===== config.mk =====
export PLATFORM = sky130hd
export DESIGN_NAME = chain_adc_port
export DESIGN_NICKNAME = d
export VERILOG_FILES = /design/src/rtl/chain_port_pkg.sv /design/src/rtl/chain_port_rstsync.sv /design/src/rtl/chain_port_sync.sv /design/src/rtl/chain_port_timer.sv /design/src/rtl/chain_port_shreg.sv /design/src/rtl/chain_adc_port.sv
export SDC_FILE = /design/constraint.sdc
export NUM_CORES = 1
export LEC_CHECK = 0
export ABC_AREA = 0
export ABC_CLOCK_PERIOD_IN_PS = 1100
export BUFFER_PORTS_ARGS = -buffer_cell sky130_fd_sc_hd__buf_2
export CAP_MARGIN = 20
export CORE_AREA = 2 2 79 81
export DETAILED_ROUTE_END_ITERATION = 8
export DIE_AREA = 0 0 81 83
export GPL_TIMING_DRIVEN = 0
export PLACE_DENSITY = 0.37
export SYNTH_ARGS = -nofsm -noshare
export SYNTH_HDL_FRONTEND = slang
export SYNTH_SLANG_ARGS = --single-unit

===== constraint.sdc =====
create_clock -name clk -period 1.1 [get_ports clk]
set_input_delay 0.11 -clock clk [delete_from_list [all_inputs] [get_ports clk]]
set_output_delay 0.11 -clock clk [all_outputs]
set_load 0.1 [all_outputs]

===== src/rtl/chain_port_pkg.sv =====
package chain_port_pkg;
  localparam int unsigned RES_W = 16;

  typedef enum logic [1:0] {
    ST_IDLE = 2'd0,
    ST_CONV = 2'd1,
    ST_READ = 2'd2
  } port_state_e;
endpackage


===== src/rtl/chain_port_rstsync.sv =====
module chain_port_rstsync #(
  parameter int unsigned STAGES = 2
) (
  input  logic clk,
  input  logic rst_n,
  output logic rst_sync_n
);
  logic [STAGES-1:0] chain_q;
  logic [STAGES-1:0] chain_d;

  always_comb begin
    chain_d = {chain_q[STAGES-2:0], 1'b1};
  end

  always_ff @(posedge clk or negedge rst_n) begin
    if (!rst_n) chain_q <= '0;
    else        chain_q <= chain_d;
  end

  assign rst_sync_n = chain_q[STAGES-1];
endmodule


===== src/rtl/chain_port_sync.sv =====
module chain_port_sync #(
  parameter int unsigned WIDTH  = 3,
  parameter int unsigned STAGES = 2
) (
  input  logic             clk,
  input  logic             rst_n,
  input  logic [WIDTH-1:0] d_i,
  output logic [WIDTH-1:0] q_o
);
  for (genvar b = 0; b < WIDTH; b++) begin : g_bit
    logic [STAGES-1:0] stg_q;
    logic [STAGES-1:0] stg_d;

    always_comb begin
      stg_d = {stg_q[STAGES-2:0], d_i[b]};
    end

    always_ff @(posedge clk or negedge rst_n) begin
      if (!rst_n) stg_q <= '0;
      else        stg_q <= stg_d;
    end

    assign q_o[b] = stg_q[STAGES-1];
  end
endmodule


===== src/rtl/chain_port_timer.sv =====
module chain_port_timer #(
  parameter int unsigned CONV_CYCLES = 40,
  localparam int unsigned CNT_W = (CONV_CYCLES < 2) ? 1 : $clog2(CONV_CYCLES)
) (
  input  logic clk,
  input  logic rst_n,
  input  logic run_i,
  output logic done_o
);
  localparam logic [CNT_W-1:0] LAST = CNT_W'(CONV_CYCLES - 1);

  logic [CNT_W-1:0] cnt_q;
  logic [CNT_W-1:0] cnt_d;
  logic             cnt_en;

  always_comb begin
    cnt_en = 1'b1;
    if (!run_i)              cnt_d = '0;
    else if (cnt_q == LAST)  cnt_d = '0;
    else                     cnt_d = cnt_q + 1'b1;
  end

  always_ff @(posedge clk or negedge rst_n) begin
    if (!rst_n)      cnt_q <= '0;
    else if (cnt_en) cnt_q <= cnt_d;
  end

  assign done_o = run_i && (cnt_q == LAST);
endmodule


===== src/rtl/chain_port_shreg.sv =====
module chain_port_shreg #(
  parameter int unsigned WIDTH = 16
) (
  input  logic             clk,
  input  logic             rst_n,
  input  logic             load_i,
  input  logic             shift_i,
  input  logic [WIDTH-1:0] par_i,
  input  logic             ser_i,
  output logic [WIDTH-1:0] q_o
);
  logic [WIDTH-1:0] sr_q;
  logic [WIDTH-1:0] sr_d;
  logic             sr_en;

  always_comb begin
    sr_en = load_i || shift_i;
    sr_d  = sr_q;
    if (load_i)       sr_d = par_i;
    else if (shift_i) sr_d = {sr_q[WIDTH-2:0], ser_i};
  end

  always_ff @(posedge clk or negedge rst_n) begin
    if (!rst_n)     sr_q <= '0;
    else if (sr_en) sr_q <= sr_d;
  end

  assign q_o = sr_q;
endmodule


===== src/rtl/chain_adc_port.sv =====
module chain_adc_port
  import chain_port_pkg::*;
#(
  parameter int unsigned CONV_CYCLES = 40,
  parameter int unsigned SYNC_STAGES = 2
) (
  input  logic             clk,
  input  logic             rst_n,
  input  logic             cnv_i,
  input  logic             sck_i,
  input  logic             sdi_i,
  input  logic [RES_W-1:0] result_i,
  output logic             sdo_o
);
  localparam int unsigned IDX_CNV = 0;
  localparam int unsigned IDX_SCK = 1;
  localparam int unsigned IDX_SDI = 2;
  localparam int unsigned N_IN    = 3;

  logic            rst_int_n;
  logic [N_IN-1:0] pins_raw;
  logic [N_IN-1:0] pins_s;
  logic [1:0]      edge_prev_q;
  logic [1:0]      edge_prev_d;
  logic            cnv_s, sck_s, sdi_s;
  logic            cnv_rise, cnv_fall, sck_fall;

  port_state_e     state_q, state_d;
  logic            conv_run, conv_done;
  logic            sr_load, sr_shift;
  logic [RES_W-1:0] sr_q;

  chain_port_rstsync #(.STAGES(2)) u_rst (
    .clk        (clk),
    .rst_n      (rst_n),
    .rst_sync_n (rst_int_n)
  );

  always_comb begin
    pins_raw          = '0;
    pins_raw[IDX_CNV] = cnv_i;
    pins_raw[IDX_SCK] = sck_i;
    pins_raw[IDX_SDI] = sdi_i;
  end

  chain_port_sync #(.WIDTH(N_IN), .STAGES(SYNC_STAGES)) u_sync (
    .clk   (clk),
    .rst_n (rst_int_n),
    .d_i   (pins_raw),
    .q_o   (pins_s)
  );

  assign cnv_s = pins_s[IDX_CNV];
  assign sck_s = pins_s[IDX_SCK];
  assign sdi_s = pins_s[IDX_SDI];

  always_comb begin
    edge_prev_d = {sck_s, cnv_s};
  end

  always_ff @(posedge clk or negedge rst_int_n) begin
    if (!rst_int_n) edge_prev_q <= '0;
    else            edge_prev_q <= edge_prev_d;
  end

  assign cnv_rise = cnv_s && !edge_prev_q[0];
  assign cnv_fall = !cnv_s && edge_prev_q[0];
  assign sck_fall = !sck_s && edge_prev_q[1];

  chain_port_timer #(.CONV_CYCLES(CONV_CYCLES)) u_timer (
    .clk    (clk),
    .rst_n  (rst_int_n),
    .run_i  (conv_run),
    .done_o (conv_done)
  );

  always_comb begin
    state_d  = state_q;
    conv_run = 1'b0;
    sr_load  = 1'b0;
    sr_shift = 1'b0;
    unique case (state_q)
      ST_IDLE: begin
        if (cnv_rise && !sck_s) state_d = ST_CONV;
      end
      ST_CONV: begin
        if (cnv_fall) begin
          state_d = ST_IDLE;
        end else begin
          conv_run = 1'b1;
          if (conv_done) begin
            sr_load = 1'b1;
            state_d = ST_READ;
          end
        end
      end
      ST_READ: begin
        if (cnv_fall) state_d = ST_IDLE;
        else          sr_shift = sck_fall;
      end
      default: state_d = ST_IDLE;
    endcase
  end

  always_ff @(posedge clk or negedge rst_int_n) begin
    if (!rst_int_n) state_q <= ST_IDLE;
    else            state_q <= state_d;
  end

  chain_port_shreg #(.WIDTH(RES_W)) u_shreg (
    .clk     (clk),
    .rst_n   (rst_int_n),
    .load_i  (sr_load),
    .shift_i (sr_shift),
    .par_i   (result_i),
    .ser_i   (sdi_s),
    .q_o     (sr_q)
  );

  assign sdo_o = (state_q == ST_READ) ? sr_q[RES_W-1] : 1'b0;
endmodule


==> metrics.txt <==
standard cell with the maximum stage delay on the critical path=sky130_fd_sc_hd__or4b_4; initial cell density of the core=0.243; clock network latency to the later pin of the worst-skew pair=280 ps; count of input and output buffers=21; instance count of the mapped netlist=120; WP data required=1260 ps; GRT Total Usage=0.0978; commonest non-fill, non-tap cells in the layout=34 x sky130_fd_sc_hd__dfrtp_1, 20 x sky130_fd_sc_hd__buf_2, 19 x sky130_fd_sc_hd__nand2_1; n_diodes=0; clock period minus final worst setup slack=1690 ps; Avg Cell Area, Syn=around 12 um^2; iteration-0 DRC count of the detailed router=39; via count of the first global-routing pass=1102; Placement Rows=28; critical-path maximum fanout=6; average vias per placed instance=approximately 4.3; final weighted congestion in routability-driven placement=0.715; Warnings, synthesis=0; share of layout cells above drive strength 1=0.344; max_cap viols=0; H-tree Lvls=2; peak supply drop=roughly 750 uV; wirelength, routed=2.90 mm; number of top-level pins=22; total die area=6720 um^2; clock slew seen by the registers of the worst setup and hold paths=~70 ps; DRC viols=0; total power per unit cell area=approximately 1300 nW/um^2; setup repair after global routing missed its margin=yes; fin. max-slew vios=0; type of the worst setup path=register to register; largest clock skew in the final design=6.23 ps; Core ar.=5820 um^2; fillcell total=609; element type at the critical path end=register; growth of design area from synthesis to finish=36.6%; post-synthesis register bit count=34; global-route wire length before repair=5.09 mm; leading cell type in the layout, fill and taps excluded=sky130_fd_sc_hd__dfrtp_1; Power Total=between 2 and 2.5 mW; leak pwr=between 0.8 and 0.9 nW; final routed wire length divided by cell count=~12 um; number of unique standard cell types used by synthesis=26; final count of negative-setup-slack endpoints=23; HPWL after detailed placement=2.09 mm; drt pass-1 iters=4; width of the die=81 um; hold violation total from the final report=0; period utilisation layout=1.54; mapped cell area=1410 um^2; worst slew margin relative to its limit=0.596; number of buffers on the longest clock path=2; cell at the root of the clock tree=sky130_fd_sc_hd__clkbuf_8; TritonCTS buffer count=5; sequential-to-total area share from yosys stat=0.603; Post-Syn Nets=142; worst-case setup margin in the final layout=-593 ps; list of cells traversed by the critical path=nand2b_4, or4b_4, and3b_1, a221o_1; run status=complete, but fails checks; Die Y=roughly 83 um; number of sinks driven by the clock tree=34; total number of vias=around 1000; number of routed nets with antenna violations=0; Least-Margin Pin Slew=606 ps; CP startpoint kind=register; stage delay of the slowest cell on the critical path=590 ps; Remaining Overflow, GRT=0; maximum number of pins on one net before global-route repair=22; Fin Hold WS=between 30 and 40 ps; failing checks=negative setup slack; type of the most critical hold path=input port to register; worst path arrival time=1850 ps; CTS tree=built; max frequency=591 MHz; antenna violations before repair=0; number of nets in the finished design=around 180
-- final cells by class --
cell class	instances	area (um^2)	area share
timing repair buffer	36	270	0.140
clock inverter	2	12.5	0.00649
clock buffer	6	82.6	0.0428
inverter	2	7.51	0.00389
tap	75	93.8	0.0487
multi-input combinational	79	568	0.295
sequential	34	851	0.441
buffer	4	42.5	0.0221
-- kinds of logic after synthesis --
group                    count (synthesis)  synth area share
buffers and inverters                    7            0.0293
other                                    1           0.00266
AND/OR/NAND/NOR                         41             0.159
flip-flops                              34             0.603
AO/OA/AOI/OAI                           18            0.0736
multiplexers                            14            0.0993
adder cells (fa/ha/maj)                  1           0.00886
XOR/XNOR                                 4            0.0248
-- final timing paths --
check / from / to / slack, ps / depth (start not counted)
max: state_q[0] / u_shreg.q_o[0] / -590 / 4
min: result_i[3] / u_shreg.q_o[3] / 40 / 3
max reg2reg: state_q[0] / u_shreg.q_o[0] / -590 / 4
min reg2reg: u_rst.chain_q[1] / u_sync.g_bit[2].stg_q[0] / 250 / 0
max in group asynchronous: u_rst.chain_q[1] / u_shreg.q_o[0] / 330 / 1
min in group asynchronous: rst_n / u_rst.chain_q[0] / 150 / 2
-- state kept, by name, summed over array words and instances (netlist names) --
signal / flops
u_timer.cnt_q: 6
edge_prev_q: 2
state_q: 2
u_shreg.q_o: 16
u_rst.chain_q: 2
u_sync.g_bit.stg_q: 6
-- repair_timing --
action | CTS | global route
hold endpoints to repair | 5 | 0
setup buffers | 8 | 3
resized for setup | 14 | 12
hold buffers | 4 | 0
pin swaps | 7 | 6
endpoints found under the setup margin | 22 | 24
-- cell usage after synthesis --
cell                       number  area (um^2)
sky130_fd_sc_hd__and3_1         1         6.26
sky130_fd_sc_hd__or4b_4         1         13.8
sky130_fd_sc_hd__nand3_1        2         10.0
sky130_fd_sc_hd__inv_1          2         7.51
sky130_fd_sc_hd__nor2_1         7         26.3
sky130_fd_sc_hd__nand4b_1       1         8.76
sky130_fd_sc_hd__conb_1         1         3.75
sky130_fd_sc_hd__xor2_1         2         17.5
sky130_fd_sc_hd__nand2b_4       1         13.8
sky130_fd_sc_hd__nor4b_2        1         15.0
sky130_fd_sc_hd__a221o_1        2         20.0
sky130_fd_sc_hd__o22a_1         1         8.76
sky130_fd_sc_hd__xnor2_1        2         17.5
sky130_fd_sc_hd__nor2b_1        1         6.26
sky130_fd_sc_hd__a21oi_1        1         5.00
sky130_fd_sc_hd__dfrtp_1       34          851
sky130_fd_sc_hd__nor3_1         3         15.0
sky130_fd_sc_hd__buf_6          2         22.5
sky130_fd_sc_hd__ha_1           1         12.5
sky130_fd_sc_hd__o21ai_0       14         70.1
sky130_fd_sc_hd__nand2_1       19         71.3
sky130_fd_sc_hd__clkbuf_1       3         11.3
sky130_fd_sc_hd__mux2i_1       14          140
sky130_fd_sc_hd__nor2b_4        1         13.8
sky130_fd_sc_hd__nand2b_1       1         6.26
sky130_fd_sc_hd__and3b_1        2         17.5
-- critical path: cells and delay by family (launching register included) --
family / cells / cell delay [ps]
simple gates: 3 / 930
flops: 1 / 390
compound gates: 1 / 250
-- stage by stage --
step	setup TNS [ps]	worst slack (ps)	utilization	instances	cell area (um^2)
detailed placement	-13270	-858	0.284	217	1650
finish	-10050	-593	0.332	238	1930
floorplan	-8220	-568	-	120	1420
global placement	-22850	-850	0.279	216	1620
global route	-11630	-669	0.332	238	1930
CTS	-9930	-574	0.324	236	1880
-- power breakdown --
group | internal, mW | switching [mW]
clock network | 0.503 | 0.440
logic | 0.0981 | 0.0637
registers | 1.28 | 0.0269
-- layer usage --
metal,share of wire,vias up,global-route usage
met1,0.43,514,0.118
met4,0.017,0,0.0385
met5,0,-,0
met3,0.035,5,0.0348
met2,0.51,16,0.157
li1,-,494,-
Note: power is estimated with default switching activity, not from simulation.
